**src/rtl/pcix_tc_pkg.sv**
```systemverilog
// Shared types and error-bit indices for the PCI-X initiator termination checker.
package pcix_tc_pkg;

    typedef enum logic [1:0] {
        CLS_OTHER  = 2'd0,
        CLS_MEM    = 2'd1,
        CLS_MRD_DW = 2'd2,
        CLS_SPLIT  = 2'd3
    } cmd_cls_e;

    typedef enum logic [1:0] {
        ST_IDLE = 2'd0,
        ST_BUSY = 2'd1,
        ST_TAIL = 2'd2
    } trk_st_e;

    localparam int NUM_ERR      = 7;
    localparam int E_REQ64      = 0;
    localparam int E_FRAME_LAST = 1;
    localparam int E_FRAME_TRDY = 2;
    localparam int E_IRDY_LATE  = 3;
    localparam int E_IRDY_EARLY = 4;
    localparam int E_WAIT       = 5;
    localparam int E_TERM       = 6;

    // Per-clock view of the transaction produced by the tracker
    typedef struct packed {
        logic busy;        // between address phase and last data phase
        logic tail;        // after last data phase, up to the release clock
        logic addr;        // this clock is an address phase
        logic last_dp;     // this clock completes the last data phase
        logic long_txn;    // expected count is four or more
        logic rel_clk;     // this clock is the IRDY# release clock
        logic frame_rise;  // first clock of FRAME# high in this transaction
        logic trdy_ok;     // TRDY# first asserted two or more clocks ago
        logic irdy_seen;   // IRDY# has been low earlier in the transaction
    } trk_info_t;

endpackage

```
**src/rtl/pcix_tc_tracker.sv**
```systemverilog
// Follows one transaction at a time: address phase, data-phase count,
// first TRDY# and first data phase ages, and the IRDY# release clock.
// Assumes exp_phases >= 1 and dp_valid pulses exactly exp_phases times.
module pcix_tc_tracker
    import pcix_tc_pkg::*;
#(
    parameter int CNT_W = 8
) (
    input  logic             clk,
    input  logic             rst_n,
    input  logic             frame_n,
    input  logic             irdy_n,
    input  logic             trdy_n,
    input  logic             dp_valid,
    input  logic [CNT_W-1:0] exp_phases,
    output trk_info_t        info
);

    localparam int AGE_W = 2;
    localparam logic [AGE_W-1:0] AGE_MAX = '1;
    localparam logic [AGE_W-1:0] AGE_REL = AGE_W'(2);
    localparam logic [CNT_W-1:0] LONG_MIN = CNT_W'(4);

    trk_st_e          st_q, st_d;
    logic [CNT_W-1:0] cnt_q, exp_q;
    logic [AGE_W-1:0] trdy_age_q, fd_age_q, trdy_age_now;
    logic             trdy_seen_q, irdy_seen_q, frame_dropped_q;
    logic             addr, last_dp, rel_clk, frame_rise, in_txn;

    // Decode of the current clock against the tracked transaction
    always_comb begin
        addr         = (st_q == ST_IDLE) && !frame_n;
        last_dp      = (st_q == ST_BUSY) && dp_valid && (cnt_q == exp_q - 1'b1);
        rel_clk      = (st_q == ST_TAIL) && (fd_age_q >= AGE_REL);
        in_txn       = (st_q == ST_BUSY) || (st_q == ST_TAIL);
        frame_rise   = in_txn && frame_n && !frame_dropped_q;
        trdy_age_now = trdy_seen_q ? trdy_age_q : '0;
    end

    // Next-state selection for the transaction phase
    always_comb begin
        st_d = st_q;
        unique case (st_q)
            ST_IDLE: if (addr)    st_d = ST_BUSY;
            ST_BUSY: if (last_dp) st_d = ST_TAIL;
            ST_TAIL: if (rel_clk) st_d = ST_IDLE;
            default:              st_d = ST_IDLE;
        endcase
    end

    // State and per-transaction counters
    always_ff @(posedge clk) begin
        if (!rst_n) begin
            st_q            <= ST_IDLE;
            cnt_q           <= '0;
            exp_q           <= '0;
            trdy_age_q      <= '0;
            fd_age_q        <= '0;
            trdy_seen_q     <= 1'b0;
            irdy_seen_q     <= 1'b0;
            frame_dropped_q <= 1'b0;
        end else begin
            st_q <= st_d;
            if (addr) begin
                cnt_q           <= '0;
                exp_q           <= exp_phases;
                trdy_age_q      <= '0;
                fd_age_q        <= '0;
                trdy_seen_q     <= 1'b0;
                irdy_seen_q     <= 1'b0;
                frame_dropped_q <= 1'b0;
            end else if (in_txn) begin
                if (st_q == ST_BUSY && dp_valid)
                    cnt_q <= cnt_q + 1'b1;
                if (st_q == ST_BUSY && dp_valid && cnt_q == '0)
                    fd_age_q <= AGE_W'(1);
                else if (fd_age_q != '0 && fd_age_q != AGE_MAX)
                    fd_age_q <= fd_age_q + 1'b1;
                if (!trdy_seen_q && !trdy_n) begin
                    trdy_seen_q <= 1'b1;
                    trdy_age_q  <= AGE_W'(1);
                end else if (trdy_seen_q && trdy_age_q != AGE_MAX) begin
                    trdy_age_q <= trdy_age_q + 1'b1;
                end
                if (st_q == ST_BUSY && !irdy_n)
                    irdy_seen_q <= 1'b1;
                if (frame_rise)
                    frame_dropped_q <= 1'b1;
            end
        end
    end

    // Pack the per-clock view for the rule logic
    always_comb begin
        info.busy       = (st_q == ST_BUSY);
        info.tail       = (st_q == ST_TAIL);
        info.addr       = addr;
        info.last_dp    = last_dp;
        info.long_txn   = (exp_q >= LONG_MIN);
        info.rel_clk    = rel_clk;
        info.frame_rise = frame_rise;
        info.trdy_ok    = (trdy_seen_q || !trdy_n) && (trdy_age_now >= AGE_REL);
        info.irdy_seen  = irdy_seen_q;
    end


    tail_bound_chk: assert property (@(posedge clk) disable iff (!rst_n)
        ($past(st_q) == ST_TAIL && st_q == ST_TAIL) |-> ($past(fd_age_q) < AGE_REL));


    idle_after_reset_chk: assert property (@(posedge clk) disable iff (!rst_n)
        !$past(rst_n) |-> (st_q != ST_TAIL));

endmodule

```
**config.mk**
```make
export PLATFORM = sky130hd
export DESIGN_NAME = pcix_tc_tracker
export DESIGN_NICKNAME = d
export VERILOG_FILES = /design/src/rtl/pcix_tc_pkg.sv /design/src/rtl/pcix_tc_tracker.sv
export SDC_FILE = /design/constraint.sdc
export NUM_CORES = 1
export LEC_CHECK = 0
export BUFFER_PORTS_ARGS = -buffer_cell sky130_fd_sc_hd__buf_2
export CELL_PAD_IN_SITES_DETAIL_PLACEMENT = 1
export CELL_PAD_IN_SITES_GLOBAL_PLACEMENT = 1
export CORE_UTILIZATION = 45
export CTS_BUF_LIST = sky130_fd_sc_hd__clkbuf_16
export DETAILED_ROUTE_END_ITERATION = 10
export PLACE_DENSITY = 0.88
export SKIP_LAST_GASP = 1
export SLEW_MARGIN = 10
export SYNTH_ARGS = -nofsm -noshare
export SYNTH_HDL_FRONTEND = slang
export SYNTH_SLANG_ARGS = --single-unit
```
**constraint.sdc**
```tcl
create_clock -name clk -period 7.3 [get_ports clk]
set_clock_uncertainty 0.1 [all_clocks]
set_input_delay 2.19 -clock clk [delete_from_list [all_inputs] [get_ports clk]]
set_output_delay 2.19 -clock clk [all_outputs]
set_load 0.005 [all_outputs]
```
---- Yosys cells after proc, flatten, opt, wreduce, memory -nomap -nowiden ----
Index checks and enable logic that the tools add are counted.
storage, ports and cells
  register bits ........................... 25
  bits of input ports ..................... 14
  word-level logic and storage cells ...... 65
operators by class
  $add $sub $neg .......................... 4
  magnitude comparators ................... 3
  equality and inequality tests ........... 8
  muxes and demuxes ....................... 9
  bitwise operators ....................... 1
  reductions and logical operators ........ 32
operator list
  kind                                                                                 number
  2-bit 2-to-1 mux                                                                     8
  1-bit logical AND                                                                    12
  2-bit AND reduction                                                                  6
  8-bit by 1-bit adder with 8-bit output, second input constant                        1
  8-bit equality test                                                                  1
  8-bit by 3-bit greater-or-equal comparator with 1-bit output, second input constant  1
  8-bit logical NOT                                                                    1
  8-bit by 1-bit subtractor with 8-bit output, second input constant                   1
  2-bit inequality test, second input constant                                         3
  2-bit case mux with 3 select lines                                                   1
  2-bit nonzero test                                                                   3
  1-bit logical NOT                                                                    5
  2-bit by 1-bit adder with 2-bit output, second input constant                        2
  2-bit greater-or-equal comparator, second input constant                             2
  2-bit by 1-bit inequality test with 1-bit output, second input constant              2
  3-bit AND reduction                                                                  1
  2-bit by 1-bit equality test with 1-bit output, second input constant                1
  2-bit equality test, second input constant                                           1
  2-bit logical NOT                                                                    1
  1-bit logical OR                                                                     2
  2-bit OR reduction                                                                   1
  1-bit inverter                                                                       1

---- Depth between registers and ports, before layout ----
Gate-level depths: netlist of run 1.
  word-level depth ........................ 5
  mapped depth ............................ 8
  mapped depth without buffers ............ 7

---- Worst setup path after synthesis of run 1 ----
OpenSTA, ideal clock, no wires.
  kind .................................... input port to output port
  start ................................... input port frame_n
  end ..................................... output port info[6] (netlist name)
  data arrival time ....................... 2.955 ns
  required time ........................... 5.010 ns
  slack ................................... 2.055 ns
  stages .................................. 4
  path buffers ............................ 2
  cell sequence ........................... nand2b_1 clkbuf_1 clkinv_1 buf_4
between the ends
  word-level cells in the longest chain between the ends .. 2
ends and longest elaborated chain
  element            line                   text
  start, declared    pcix_tc_tracker.sv:11  input logic frame_n,
  1-bit logical NOT  pcix_tc_tracker.sv:32  addr = (st_q == ST_IDLE) && !frame_n;
  1-bit logical AND  pcix_tc_tracker.sv:32
  end, declared      pcix_tc_tracker.sv:16  output trk_info_t info
Every way passes these cells.

==> results of run 1 <==
## sequential cells by signal, summed over array words and instances, names as in the netlist
register,cells
cnt_q,8
exp_q,8
fd_age_q,2
frame_dropped_q,1
irdy_seen_q,1
st_q,2
trdy_age_q,2
trdy_seen_q,1
## cell type report
| type | instances | area, um^2 | area share |
|---|---|---|---|
| clock inverters | 1 | 3.75 | 0.00221 |
| multi-input cells | 138 | 907 | 0.533 |
| well taps | 44 | 55.1 | 0.0324 |
| inverters | 13 | 48.8 | 0.0287 |
| flip-flops and latches | 25 | 500 | 0.294 |
| repair buffers | 22 | 110 | 0.0648 |
| clock buffers | 3 | 75.1 | 0.0442 |
## worst register-to-register path, cell delays in order (launching register included)
cell	delay (ns)
dfxtp_1	0.47
inv_1	0.08
ha_1	0.30
and2b_1	0.20
or3_1	0.39
a31oi_4	0.23
o211ai_4	0.13
o31ai_2	0.24
## power breakdown
group / internal (mW) / switching [mW] / total (mW)
clock network: 0.0734 / 0.0498 / 0.123
registers: 0.143 / 0.00877 / 0.152
logic: 0.0325 / 0.0434 / 0.0759
total: 0.249 / 0.102 / 0.351
## layer usage
layer	part of all wire	routed length, um	up-vias	global-route usage
li1	-	-	657	-
met1	0.42	1630	634	0.277
met2	0.54	2110	22	0.462
met3	0.024	96	9	0.0411
met4	0.023	92	0	0.113
met5	0	0	-	0
## kinds of logic after synthesis
group,after synthesis
flip-flops,25
XOR/XNOR,16
buffers and inverters,24
AND/OR/NAND/NOR,76
AO/OA/AOI/OAI,35
multiplexers,2
adder cells (fa/ha/maj),9
## metrics by stage
stage / power (mW) / cells
2_1_floorplan: 0.211 / 187
3_3_place_gp: 0.223 / 242
3_5_place_dp: 0.229 / 242
4_1_cts: 0.352 / 246
5_1_grt: 0.368 / 246
6_report: 0.351 / 246
## layout by cell type, fill, tap and decap left out, drive strengths merged, types with 2 or more instances in the layout
| master | netlist | layout |
|---|---|---|
| and2 | 3 | 3 |
| inv | 11 | 12 |
| a21oi | 15 | 15 |
| a31oi | 2 | 2 |
| and3 | 3 | 3 |
| buf | 7 | 22 |
| or3 | 2 | 2 |
| a22o | 2 | 2 |
| o21ai | 3 | 3 |
| xnor2 | 10 | 10 |
| dfxtp | 25 | 25 |
| xor2 | 6 | 6 |
| nor2 | 20 | 20 |
| nand3 | 3 | 3 |
| nor2b | 4 | 4 |
| nand2b | 3 | 3 |
| clkbuf | 4 | 3 |
| a211oi | 2 | 2 |
| nor3 | 5 | 5 |
| a211o | 2 | 2 |
| nor4 | 3 | 3 |
| nand2 | 25 | 25 |
| ha | 9 | 9 |
| clkinv | 2 | 2 |
| nand4 | 2 | 2 |
## worst max-delay path by stage
stage | slack, ns | start | cells after the start | end
2_1_floorplan | 2.05 | frame_n | 4 | info[6]
3_3_place_gp | 1.90 | frame_n | 4 | info[6]
3_5_place_dp | 1.83 | frame_n | 4 | info[6]
4_1_cts | 1.82 | dp_valid | 7 | info[5]
5_1_grt | 1.71 | frame_n | 4 | info[6]
6_report | 1.84 | dp_valid | 7 | info[5]
==> flow_summary_export.csv, run 1 <==
group,metric,value,unit
synth,synth-xor-area-share,0.0917,
synth,yosysTopAreaCellShare,0.328,
min_path,hold_class,"reg2reg",
sta,fin_ws,1.84,ns
critical_path,crit_top_cell,"buf_2",
sta,period_needed,5.46,ns
min_path,holdPathEnd,"irdy_seen_q",
global_route,grt_util_all_layers,0.251,
min_path,min_from,"irdy_seen_q",
critical_path,max_stage_delay,0.30,ns
synth,synth.area.top_cells,"dfxtp_1 (33%), ha_1 (7.4%), nand2_1 (6.1%)",
sta,finalSetupViolCount,0,
final_layout,final_util,0.544,
synth,synthMuxAreaShare,0.0139,
synth,synth_compound_area_frac,0.173,
clock_network,numCtsBuffers,3,
routing,vias_per_cell,5.37,
routing,drtAntennaViolNets,0,
critical_path,r2r_slack,5.10,ns
power,p_leak,0.713,nW
floorplanning,core_area,3130,um^2
synth,synth_edf_count,0,
clock_network,clk_pin_slew,0.06,ns
floorplanning,ios,23,
synth,synth_area_per_cell,8.17,um^2
critical_path,cp_slowest_cell,"nor3_1",
synth,synthAdderAreaFrac,0.0737,
power,worst_ir_drop_vdd,130,uV
floorplanning,dieArea,3630,um^2
critical_path,critPathKind,"in2out",
min_path,min_path_cells,2,
final_layout,diodes,0,
synth,synth_area_leader_cell,"dfxtp_1",
floorplanning,start_util,0.488,
synth,ys_warn_count,0,
clock_network,cts_max_path_buffers,2,
global_route,grt_pass1_wl,6580,um
place,post-dp-hpwl,2920,um
critical_path,crit_chain,"buf_2 -> nand2_1 -> nor3_1 -> o211a_1 -> o211ai_4 -> inv_1 -> buf_2",
routing,firstDrtPassIters,4,
floorplanning,rows,20,
place,place_congestion,0.850,
routing,route.final.wire_length,3920,um
global_route,grt_pass1_vias,1413,
clock_network,cts_setup_buffers,0,
critical_path,cp_num_buf_inv,3,
final_layout,nFillCells,388,
global_route,antenna_found_initial,0,
run_status,status,"finished, final reports clean",
place,post_dp_cell_area,1620,um^2
critical_path,rr_worst_depth,7,
sta,whs,0.373,ns
critical_path,required,5.01,ns
clock_network,hold_buffers,0,
clock_network,insertion_delay,0.26,ns
final_layout,nets,226,
clock_network,cts-resized-gates,0,
synth,ys.flop_type,"dfxtp_1",
synth,synth_area,1530,um^2
place,pre_cts_slack,1.83,ns
routing,vias,1322,
critical_path,cp_max_fo,4,
clock_network,cts_max_level,1,
clock_network,numClockSinks,25,
sta,fin_crit_sh,0.748,
synth,syn-num-nets,210,
sta,max_freq,183,MHz
critical_path,r2r-start,"exp_q[0]",
routing,post-route-drc-count,0,
global_route,grt_remaining_overflow,0,
synth,synthDistinctLibCells,43,
sta,hold_viol_final,0,
critical_path,cp-start-kind,"primary input",
final_layout,drive_gt1_frac,0.163,
critical_path,arrival,3.17,ns
final_layout,final_cell_area,1700,um^2
final_layout,area_delta_synth_final,11.3,%
synth,synth_seq_area_share,0.328,
synth,synth_common_cells,"dfxtp_1 (25), nand2_1 (25), nor2_1 (20), a21oi_1 (15), inv_1 (11)",
sta,relSlewSlack,0.626,
power,p_per_area,206,nW/um^2
synth,netlist_instances,187,
sta,worst_pin_slew,0.559,ns
place,numPortBuffers,22,
synth,synth_seq_cells,25,
synth,synthSimpleGateAreaFrac,0.242,
clock_network,root_buffer,"clkbuf_16",
synth,async_flop_share,0,
sta,rsz0062_at_grt,"no",
run,cap_violations,0,
sta,report.final.slew_viol_count,0,
routing,wl_per_cell,16.0,um
critical_path,r2r_end,"st_q[1]",
global_route,grt_max_degree,16,
sta,setup-tns-final,0,ns
routing,drt_iter0_markers,38,
clock_network,cts_tree,"yes",
floorplanning,die_h,60.3,um
critical_path,crit_path_end_kind,"output port",
synth,synth_top_family_by_area,"simple AND/OR/NAND/NOR gates",
floorplanning,die_w,60.3,um
critical_path,critPathTopFamily,"simple AND/OR/NAND/NOR gates",
Note: power is estimated with default switching activity, not from simulation.
==> run 2, diff against run 1 <==
- ABC_AREA: unset -> 1
- CORE_UTILIZATION: 45 -> 39
- PLACE_DENSITY: 0.88 -> 0.82
- clock period: 7.3 -> 5.1 ns (I/O delays scaled with it)
==> run 2 against run 1 <==
Global-route usage shrank 5.0 points. Final cell count is 14% higher. Largest power group unchanged. Area after synthesis is 5.1% lower. Clock-buffer cell count unchanged. Sequential power up 45%. Clock power increased by 43%. Critical endpoint unchanged. Register-to-register slack lost 2.0 ns.
==> flow_summary_export.csv, run 2 <==
group,metric,value,unit
place,post_dp_cell_area,1570,um^2
critical_path,critPathKind,"in2out",
critical_path,cp_num_buf_inv,3,
floorplanning,start_util,0.421,
sta,hold_viol_final,0,
global_route,grt_pass1_vias,1358,
final_layout,final_cell_area,1650,um^2
synth,synth_compound_area_frac,0.116,
routing,route.final.wire_length,3630,um
clock_network,cts_max_path_buffers,2,
synth,synth.area.top_cells,"dfxtp_1 (35%), nand2_1 (10%), nor2_1 (9.3%)",
synth,syn-num-nets,240,
clock_network,clk_pin_slew,0.06,ns
clock_network,cts_max_level,1,
global_route,grt_util_all_layers,0.200,
floorplanning,core_area,3440,um^2
synth,synth_top_family_by_area,"simple AND/OR/NAND/NOR gates",
floorplanning,ios,23,
synth,synth_edf_count,0,
synth,synth_area,1450,um^2
synth,synth_seq_cells,25,
final_layout,layout_common_cells,"nand2_1 (40), nor2_1 (36), inv_1 (28)",
critical_path,cp_max_fo,7,
clock_network,cts_tree,"yes",
sta,relSlewSlack,0.709,
final_layout,nets,259,
floorplanning,rows,21,
clock_network,root_buffer,"clkbuf_16",
synth,synth_seq_area_share,0.345,
final_layout,final_common_cell,"nand2_1",
final_layout,diodes,0,
power,power.total,0.511,mW
clock_network,cts-resized-gates,0,
final_layout,nFillCells,466,
sta,rsz0062_at_grt,"no",
critical_path,cp-start-kind,"primary input",
synth,synth_area_per_cell,6.68,um^2
critical_path,crit_top_cell,"buf_2",
synth,synth_area_leader_cell,"dfxtp_1",
power,worst_ir_drop_vdd,222,uV
final_layout,final_cells,281,
synth,synth_common_cells,"nand2_1 (40), nor2_1 (36), inv_1 (28), dfxtp_1 (25), o21ai_0 (16)",
routing,drt_iter0_markers,42,
routing,vias,1360,
synth,ys_warn_count,0,
critical_path,arrival,2.48,ns
global_route,grt_max_degree,16,
synth,ys.flop_type,"dfxtp_1",
synth,yosysMostFrequentCell,"nand2_1",
place,pre_cts_slack,0.998,ns
routing,wl_per_cell,12.9,um
synth,netlist_instances,217,
critical_path,cp_slowest_cell,"and3_1",
routing,vias_per_cell,4.84,
place,post-dp-hpwl,2850,um
critical_path,max_stage_delay,0.17,ns
place,place_congestion,0.773,
sta,fin_ws,0.987,ns
synth,async_flop_share,0,
place,dp_cells,277,
synth,synth-xor-area-share,0.0302,
run,cap_violations,0,
sta,period_needed,4.11,ns
synth,synthMuxAreaShare,0,
critical_path,crit_chain,"buf_2 -> nand2_2 -> inv_2 -> o21ai_0 -> nor2_1 -> nand3_2 -> nor2_2 -> and3_1 -> buf_2",
sta,setup-tns-final,0,ns
power,p_leak,0.756,nW
routing,post-route-drc-count,0,
floorplanning,die_w,63.0,um
final_layout,final_util,0.479,
synth,synthAdderAreaFrac,0.0777,
critical_path,required,3.47,ns
synth,yosysTopAreaCellShare,0.345,
final_layout,area_delta_synth_final,13.6,%
final_layout,drive_gt1_frac,0.162,
clock_network,hold_buffers,0,
clock_network,cts_setup_buffers,0,
critical_path,critPathTopFamily,"simple AND/OR/NAND/NOR gates",
synth,synthDistinctLibCells,23,
place,numPortBuffers,22,
floorplanning,dieArea,3970,um^2
global_route,antenna_found_initial,0,
sta,max_freq,243,MHz
final_layout,reg_top3,"cnt_q x8, exp_q x8",
clock_network,numClockSinks,25,
critical_path,crit_path_end_kind,"output port",
routing,firstDrtPassIters,4,
sta,report.final.slew_viol_count,0,
clock_network,numCtsBuffers,3,
sta,whs,0.385,ns
routing,drtAntennaViolNets,0,
global_route,grt_remaining_overflow,0,
floorplanning,die_h,63.0,um
min_path,hold_class,"reg2reg",
sta,worst_pin_slew,0.435,ns
sta,finalSetupViolCount,0,
synth,synthSimpleGateAreaFrac,0.310,
run_status,status,"finished, final reports clean",
clock_network,insertion_delay,0.26,ns
sta,fin_crit_sh,0.806,
global_route,grt_pass1_wl,6240,um
power,p_per_area,310,nW/um^2
-- run 2: changes by cell type in the layout (fill, tap and decap cells not counted), moves of 5 or more --
| cell | change |
|---|---|
| xnor2_1 | -7 |
| nor2_2 | +6 |
| nand2_1 | +15 |
| nand3_1 | +5 |
| inv_1 | +16 |
| o21ai_0 | +13 |
| nor2_1 | +16 |
-- run 2: worst paths after layout --
check,from,end,slack [ns],cells after the start
max reg2reg,st_q[0],cnt_q[4],3.11,7
min,irdy_seen_q,irdy_seen_q,0.38,2
min reg2reg,irdy_seen_q,irdy_seen_q,0.38,2
max,dp_valid,info[5],0.99,9
-- run 2: metal layers --
layer | GRT usage | part of all wire | vias to the layer above
met4 | 0.0523 | 0.011 | 0
met2 | 0.341 | 0.48 | 12
met1 | 0.252 | 0.49 | 634
li1 | - | - | 710
met5 | 0 | 0 | -
met3 | 0.0420 | 0.017 | 4
-- run 2: final cells by class --
cell class,count,area (um^2),share of cell area
multi-input combinational,151,773,0.469
inverter,33,124,0.0752
clock inverter,1,7.51,0.00456
timing repair buffer,22,110,0.0668
tap,46,57.6,0.0349
clock buffer,3,75.1,0.0456
sequential,25,500,0.304
-- run 2: tightest hold or removal path: cells and delay by family (launching register included) --
family	cells	cell delay, ns
AND/OR/NAND/NOR	2	0.13
flip-flops	1	0.33
-- run 2: logic make-up (layout without fill, tap and decap cells) --
logic type               after synthesis  count (layout)
buffers and inverters                 41              59
flip-flops                            25              25
XOR/XNOR                               5               5
AND/OR/NAND/NOR                      104             104
adder cells (fa/ha/maj)                9               9
AO/OA/AOI/OAI                         33              33
-- run 2: where the power goes --
part	internal [mW]	switching (mW)
combinational	0.0424	0.0721
sequential	0.207	0.0134
clock	0.106	0.0697
